$ cat src/rtl/cf_dma_pkg.sv
package cf_dma_pkg;
  typedef enum logic [3:0] {
    ST_IDLE, ST_WAITRQ, ST_SETUP, ST_FETCH, ST_FWAIT, ST_STROBE,
    ST_RECOV, ST_PUSH, ST_GAP, ST_HOLD, ST_PAUSE
  } cf_state_e;

  typedef enum logic [1:0] {
    END_NONE, END_FINISH, END_STOP, END_PAUSE
  } cf_end_e;
endpackage

$ cat src/rtl/cf_phase_timer.sv
module cf_phase_timer #(
  parameter int CW = 8
) (
  input  logic          clk,
  input  logic          rst_n,
  input  logic          load,
  input  logic [CW-1:0] load_val,
  output logic          expired
);
  logic [CW-1:0] cnt_q;

  always_ff @(posedge clk or negedge rst_n) begin
    if (!rst_n)              cnt_q <= '0;
    else if (load)           cnt_q <= load_val;
    else if (cnt_q != '0)    cnt_q <= cnt_q - 1'b1;
  end

  assign expired = (cnt_q == '0);
endmodule

$ cat src/rtl/cf_word_swap.sv
module cf_word_swap #(
  parameter int WW = 16
) (
  input  logic          swap,
  input  logic [WW-1:0] din,
  output logic [WW-1:0] dout
);
  localparam int NB = WW / 8;
  logic [WW-1:0] flipped;

  for (genvar b = 0; b < NB; b++) begin : g_byte
    assign flipped[b*8 +: 8] = din[(NB-1-b)*8 +: 8];
  end

  assign dout = swap ? flipped : din;
endmodule

$ cat src/rtl/cf_xfer_counter.sv
module cf_xfer_counter #(
  parameter int SW = 20,
  parameter int AW = 32,
  parameter int STEP = 2
) (
  input  logic          clk,
  input  logic          rst_n,
  input  logic          load,
  input  logic [SW-1:0] load_size,
  input  logic [AW-1:0] load_addr,
  input  logic          step,
  output logic [SW-1:0] size,
  output logic [AW-1:0] addr
);
  always_ff @(posedge clk or negedge rst_n) begin
    if (!rst_n) begin
      size <= '1;
      addr <= '0;
    end else if (load) begin
      size <= load_size;
      addr <= load_addr;
    end else if (step) begin
      size <= size - 1'b1;
      addr <= addr + AW'(STEP);
    end
  end
endmodule

$ cat src/rtl/cf_mwdma_engine.sv
module cf_mwdma_engine
  import cf_dma_pkg::*;
#(
  parameter int SW   = 20,
  parameter int AW   = 32,
  parameter int WW   = 16,
  parameter int TW   = 6,
  parameter int DW   = 4,
  parameter int MULT = 4
) (
  input  logic          clk,
  input  logic          rst_n,
  input  logic          cfg_wr,
  input  logic          cfg_en,
  input  logic          cfg_dir,
  input  logic          cfg_swap,
  input  logic          cfg_endian,
  input  logic          cfg_stop_on_drop,
  input  logic [SW-1:0] cfg_size,
  input  logic [AW-1:0] cfg_addr,
  input  logic [TW-1:0] tim_active,
  input  logic [TW-1:0] tim_recover,
  input  logic [TW-1:0] tim_ack_setup,
  input  logic [TW-1:0] tim_ack_hold,
  input  logic [TW-1:0] tim_pause,
  input  logic [DW-1:0] tim_rq_delay,
  input  logic          ack_invert,
  input  logic          done_clr,
  input  logic          irq_en,
  output logic          busy_o,
  output logic          done_o,
  output logic          irq_o,
  output logic [SW-1:0] size_o,
  output logic [AW-1:0] addr_o,
  input  logic          dmarq_i,
  output logic          dmack_o,
  output logic          dior_o,
  output logic          diow_o,
  output logic [WW-1:0] dev_wdata_o,
  output logic          dev_wdata_oe,
  input  logic [WW-1:0] dev_rdata_i,
  output logic          mrd_valid,
  input  logic          mrd_ready,
  output logic [AW-1:0] mrd_addr,
  input  logic          mrd_dvalid,
  input  logic [WW-1:0] mrd_data,
  output logic          mwr_valid,
  input  logic          mwr_ready,
  output logic [AW-1:0] mwr_addr,
  output logic [WW-1:0] mwr_data
);
  localparam int CW = TW + $clog2(MULT) + 1;

  cf_state_e     state_q, state_n;
  cf_end_e       end_q, end_n;
  logic          en_q, dir_q, swap_q, stop_drop_q, done_q;
  logic [WW-1:0] wdata_q, rdata_q, mem_sw, dev_sw;
  logic          tmr_load, tmr_exp, step_c, finish_c, cap_mem, cap_dev, dmack_act;
  logic [CW-1:0] tmr_val;

  // Phase length in clocks = (field + 1) * MULT; timer holds length - 1.
  function automatic logic [CW-1:0] scaled(input logic [TW-1:0] f);
    logic [CW-1:0] w;
    w = CW'(f) + 1'b1;
    return CW'(w * CW'(MULT)) - 1'b1;
  endfunction

  cf_phase_timer #(.CW(CW)) u_timer (
    .clk(clk), .rst_n(rst_n), .load(tmr_load), .load_val(tmr_val), .expired(tmr_exp)
  );

  cf_xfer_counter #(.SW(SW), .AW(AW), .STEP(WW / 8)) u_count (
    .clk(clk), .rst_n(rst_n), .load(cfg_wr), .load_size(cfg_size), .load_addr(cfg_addr),
    .step(step_c && !cfg_wr), .size(size_o), .addr(addr_o)
  );

  cf_word_swap #(.WW(WW)) u_swap_mem (.swap(swap_q), .din(mrd_data),    .dout(mem_sw));
  cf_word_swap #(.WW(WW)) u_swap_dev (.swap(swap_q), .din(dev_rdata_i), .dout(dev_sw));

  always_comb begin
    state_n  = state_q;
    end_n    = end_q;
    tmr_load = 1'b0;
    tmr_val  = '0;
    step_c   = 1'b0;
    finish_c = 1'b0;
    cap_mem  = 1'b0;
    cap_dev  = 1'b0;
    unique case (state_q)
      ST_IDLE:   if (en_q) state_n = ST_WAITRQ;
      ST_WAITRQ: if (dmarq_i) begin
        state_n = ST_SETUP; tmr_load = 1'b1; tmr_val = scaled(tim_ack_setup);
      end
      ST_SETUP:  if (tmr_exp) begin
        if (dir_q) state_n = ST_FETCH;
        else begin state_n = ST_STROBE; tmr_load = 1'b1; tmr_val = scaled(tim_active); end
      end
      ST_FETCH:  if (mrd_ready) state_n = ST_FWAIT;
      ST_FWAIT:  if (mrd_dvalid) begin
        cap_mem = 1'b1; state_n = ST_STROBE; tmr_load = 1'b1; tmr_val = scaled(tim_active);
      end
      ST_STROBE: if (tmr_exp) begin
        cap_dev = !dir_q; state_n = ST_RECOV; tmr_load = 1'b1; tmr_val = scaled(tim_recover);
      end
      ST_RECOV:  if (tmr_exp) begin
        if (dir_q) begin
          step_c = 1'b1; state_n = ST_GAP; tmr_load = 1'b1; tmr_val = CW'(tim_rq_delay);
        end else state_n = ST_PUSH;
      end
      ST_PUSH:   if (mwr_ready) begin
        step_c = 1'b1; state_n = ST_GAP; tmr_load = 1'b1; tmr_val = CW'(tim_rq_delay);
      end
      ST_GAP:    if (tmr_exp) begin
        if (size_o == '1) begin
          end_n = END_FINISH; state_n = ST_HOLD; tmr_load = 1'b1; tmr_val = scaled(tim_ack_hold);
        end else if (dmarq_i) begin
          if (dir_q) state_n = ST_FETCH;
          else begin state_n = ST_STROBE; tmr_load = 1'b1; tmr_val = scaled(tim_active); end
        end else begin
          end_n = stop_drop_q ? END_STOP : END_PAUSE;
          state_n = ST_HOLD; tmr_load = 1'b1; tmr_val = scaled(tim_ack_hold);
        end
      end
      ST_HOLD:   if (tmr_exp) begin
        if (end_q == END_PAUSE) begin
          state_n = ST_PAUSE; tmr_load = 1'b1; tmr_val = scaled(tim_pause);
        end else begin
          state_n = ST_IDLE; finish_c = 1'b1;
        end
      end
      ST_PAUSE:  if (tmr_exp) begin state_n = ST_WAITRQ; end_n = END_NONE; end
      default:   state_n = ST_IDLE;
    endcase
  end

  always_ff @(posedge clk or negedge rst_n) begin
    if (!rst_n) begin
      state_q     <= ST_IDLE;
      end_q       <= END_NONE;
      en_q        <= 1'b0;
      dir_q       <= 1'b0;
      swap_q      <= 1'b0;
      stop_drop_q <= 1'b0;
      done_q      <= 1'b0;
      wdata_q     <= '0;
      rdata_q     <= '0;
    end else begin
      if (cfg_wr) begin
        state_q     <= ST_IDLE;
        end_q       <= END_NONE;
        en_q        <= cfg_en;
        dir_q       <= cfg_dir;
        swap_q      <= cfg_swap ^ cfg_endian;
        stop_drop_q <= cfg_stop_on_drop;
      end else begin
        state_q <= state_n;
        end_q   <= end_n;
        if (finish_c) en_q <= 1'b0;
      end
      if (finish_c && !cfg_wr) done_q <= 1'b1;
      else if (done_clr)       done_q <= 1'b0;
      if (cap_mem) wdata_q <= mem_sw;
      if (cap_dev) rdata_q <= dev_sw;
    end
  end

  always_comb begin
    unique case (state_q)
      ST_IDLE, ST_WAITRQ, ST_PAUSE: dmack_act = 1'b0;
      default:                      dmack_act = 1'b1;
    endcase
  end

  assign busy_o       = en_q;
  assign done_o       = done_q;
  assign irq_o        = done_q && irq_en;
  assign dmack_o      = dmack_act ^ ack_invert;
  assign dior_o       = (state_q == ST_STROBE) && !dir_q;
  assign diow_o       = (state_q == ST_STROBE) && dir_q;
  assign dev_wdata_o  = wdata_q;
  assign dev_wdata_oe = dmack_act && dir_q;
  assign mrd_valid    = (state_q == ST_FETCH);
  assign mrd_addr     = addr_o;
  assign mwr_valid    = (state_q == ST_PUSH);
  assign mwr_addr     = addr_o;
  assign mwr_data     = rdata_q;
endmodule

$ cat config.mk
export PLATFORM = sky130hd
export DESIGN_NAME = cf_mwdma_engine
export DESIGN_NICKNAME = d
export VERILOG_FILES = /design/src/rtl/cf_dma_pkg.sv /design/src/rtl/cf_phase_timer.sv /design/src/rtl/cf_word_swap.sv /design/src/rtl/cf_xfer_counter.sv /design/src/rtl/cf_mwdma_engine.sv
export SDC_FILE = /design/constraint.sdc
export NUM_CORES = 1
export LEC_CHECK = 0
export BUFFER_PORTS_ARGS = -buffer_cell sky130_fd_sc_hd__buf_4
export CAP_MARGIN = 20
export CORE_ASPECT_RATIO = 0.75
export CORE_MARGIN = 5
export CORE_UTILIZATION = 50
export CTS_CLUSTER_SIZE = 40
export DETAILED_ROUTE_END_ITERATION = 7
export GPL_TIMING_DRIVEN = 0
export PLACE_DENSITY = 0.79
export SLEW_MARGIN = 20
export SYNTH_ARGS = -nofsm -noshare
export SYNTH_HDL_FRONTEND = slang
export SYNTH_SLANG_ARGS = --single-unit
export TNS_END_PERCENT = 20
$ cat constraint.sdc
create_clock -name clk -period 3.2 [get_ports clk]
set_input_delay 0.32 -clock clk [delete_from_list [all_inputs] [get_ports clk]]
set_output_delay 0.32 -clock clk [all_outputs]
set_load 0.01 [all_outputs]
==> flow_summary_export.csv <==
group,metric,value,unit
clocking,h-tree-depth,3,
critical_path,r2r_cells,8,
critical_path,cp.buffers_inverters,0,
finish,drive_gt1_share,35.9,%
critical_path,max_stage_delay,600,ps
global_route,grt_max_degree,105,
flow_run,drv_cap,0,
yosys,ys_types,67,
critical_path,crit_type,"reg -> reg",
yosys,syn_inst,859,
place,place_area,9700,um^2
critical_path,r2r-start,"u_count.size[0]$_DFFE_PN1N_",
finish,regArea,2630,um^2
critical_path,start_kind,"register",
critical_path,r2r_end,"u_timer.cnt_q[2]$_DFFE_PN0P_",
yosys,synthMostInstantiatedCell,"nand2_1",
finish,multi_input_area,3980,um^2
finish,final_core_util,69.9,%
place,gp_routability_congestion,0.898,
finish,nFillCells,1191,
routing,wl,23.5,mm
die,rows,38,
yosys,syn_area,7310,um^2
sta,period_minus_slack,3030,ps
sta,final.period_utilization,94.6,%
global_route,grt_antenna_before_repair,0,
global_route,grt_first_pass_wirelength,36.4,mm
routing,via_per_inst,5.36,
die,die_h,115,um
critical_path,cp.required,3410,ps
power_and_ir_drop,p_per_area,493,nW/um^2
die,die-area,17200,um^2
routing,final_antenna_net_count,0,
sta,tns,0,ps
global_route,grt_pass1_vias,6764,
routing,dr.pass1.iters,5,
routing,via_count,7302,
yosys,synth_area_leaders,"dfrtp_1 (29%), dfstp_2 (7.2%), xnor2_1 (7.0%), buf_4 (6.6%), o21ai_0 (5.6%)",
clocking,clock_path_buffers,2,
status,status,"finished, final reports clean",
finish,area_delta_synth_final,37.8,%
clocking,cts.clk_slew.worst_paths,80,ps
place,hpwlAfterDp,18.6,mm
yosys,ys_seq_area_share,36.0,%
yosys,syn_nets,1002,
die,initial_utilization,50.7,%
critical_path,r2r_slack,170,ps
yosys,ys_warn_count,0,
global_route,grt_usage,26.6,%
place,port_buffers,285,
die,core_area,14400,um^2
sta,hold_viol,0,
yosys,synth_top_area_share,28.8,%
yosys,ys_ff_latch,104,
sta,rsz0062_at_grt,"no",
critical_path,crit_slowest_cell,"a21boi_0",
yosys,yosys-top-cells-count,"nand2_1 (108), dfrtp_1 (84), o21ai_0 (82), nor2_1 (68), buf_4 (64)",
clocking,postCtsHoldBufs,0,
finish,final_area,10100,um^2
yosys,syn-mean-instance-area,8.51,um^2
clocking,clkSinkCount,104,
sta,maxSlewViolCount,0,
critical_path,cp_max_fo,9,
sta,finalSetupViolCount,0,
clocking,cts_tree,"built",
yosys,ys_async_sr_fraction,100,%
sta,relSlewSlack,37.8,%
critical_path,crit_arrival,3230,ps
routing,wl_per_cell,17.2,um
critical_path,cp-end-kind,"register",
power_and_ir_drop,vdd_ir_drop_max,0.000325,V
finish,nets,1301,
yosys,yosys.area.top_type,"dfrtp_1",
power_and_ir_drop,power_leakage,4.64,nW
die,die_w,150,um
critical_path,crit_family,"compound AO/OA/AOI/OAI gates",
critical_path,path_cells,"ha_1 -> nand3_1 -> nor3_1 -> a21boi_1 -> a21boi_0 -> o221ai_1 -> a211oi_1 -> nor2_1",
sta,fmax,0.330,GHz
clocking,cts_buffers,9,
clocking,cts_root_buf,"clkbuf_16",
routing,first_iter_violations,503,
sta,worstMarginPinSlew,934,ps
finish,antenna_cells,0,
clocking,clkLatencyLatePin,350,ps
yosys,synth_ff_type,"dfrtp_1",
die,ios,290,
sta,fin_skew,15.3,ps
global_route,gr-total-overflow,0,
worst_hold_path,hold_path.class,"in -> async",
routing,drcViolationCount,0,
yosys,synth-edff-count,0,
[stage by stage]
step                worst slack, ps  cells  total power [W]  hold WS, ps
finish                          174   1363          0.00496         89.1
global route                   17.4   1363          0.00525          161
CTS                             127   1360          0.00497          132
detailed placement              137   1344          0.00371          472
global placement                180   1344          0.00366          465
floorplan                       396    859          0.00286         24.4
[area by class of cell]
type	count	area share, %
multi-input cells	633	39.5
well taps	200	2.48
clock buffers	9	2.24
clock inverters	7	1.21
flip-flops and latches	104	26.1
repair buffers	288	21.5
plain buffers	102	6.21
inverters	20	0.745
[routing by layer]
| layer | wire [um] | global-route usage, % | vias to the layer above |
|---|---|---|---|
| met4 | 350 | 5.85 | 0 |
| met5 | 0 | 0 | - |
| met2 | 10900 | 43.2 | 305 |
| met3 | 1960 | 5.18 | 28 |
| li1 | - | - | 3544 |
| met1 | 10300 | 37.3 | 3425 |
[logic make-up after synthesis]
kind of cell	count (synthesis)	synth area share, %
AOI/OAI and AO/OA	172	14.3
xor gates and xnor gates	86	10.3
adders and majority gates	10	1.71
buffers and inverters	122	9.59
DFF	104	36.0
muxes	46	6.45
and+or+nand+nor	319	21.7
[layout by cell type (no fill, tap or decap), types with 14 or more instances in the layout]
cell / synthesis / routed
buf_4: 64 / 351
nand2_1: 108 / 108
dfrtp_1: 84 / 84
o21ai_0: 82 / 82
nor2_1: 68 / 68
xnor2_1: 58 / 58
a21oi_1: 37 / 37
mux2i_1: 37 / 37
clkbuf_1: 33 / 33
nand3_1: 28 / 28
xor2_1: 28 / 28
inv_1: 20 / 20
dfstp_2: 20 / 20
nor3_1: 19 / 19
and3_1: 17 / 17
nand4_1: 14 / 14
[power breakdown]
group	switching, W	internal (W)	total [W]
Combinational	0.000933	0.000950	0.00188
Sequential	0.000253	0.00157	0.00182
Clock	0.000549	0.000710	0.00126
[state kept, by name, summed over array words and instances, names as in the netlist]
name           cells
state_q            4
end_q              2
busy_o             1
u_count.size      20
u_timer.cnt_q      9
mwr_data          16
dir_q              1
u_count.addr      32
stop_drop_q        1
done_o             1
dev_wdata_o       16
swap_q             1
[how the worst max path moves through the flow]
| stage | from | to | slack [ps] | cells past startpoint |
|---|---|---|---|---|
| after detailed placement | u_timer.cnt_q[0]$_DFFE_PN0P_ | u_count.addr[18]$_DFFE_PN0N_ | 140 | 9 |
| after global placement | u_timer.cnt_q[0]$_DFFE_PN0P_ | u_count.addr[18]$_DFFE_PN0N_ | 180 | 9 |
| final | u_count.size[0]$_DFFE_PN1N_ | u_timer.cnt_q[2]$_DFFE_PN0P_ | 170 | 8 |
| after CTS | u_timer.cnt_q[0]$_DFFE_PN0P_ | u_count.addr[18]$_DFFE_PN0N_ | 130 | 9 |
| after global routing | u_timer.cnt_q[0]$_DFFE_PN0P_ | u_count.addr[18]$_DFFE_PN0N_ | 20 | 9 |
| after floorplan | u_timer.cnt_q[0]$_DFFE_PN0P_ | u_count.addr[16]$_DFFE_PN0N_ | 400 | 9 |
[timing repair]
item                       CTS  global route
setup endpoints to repair    0             2
hold endpoints to repair     0             0
buffers inserted             0             3
gates resized for setup      0             0
Power figures use the tool's default switching activity.
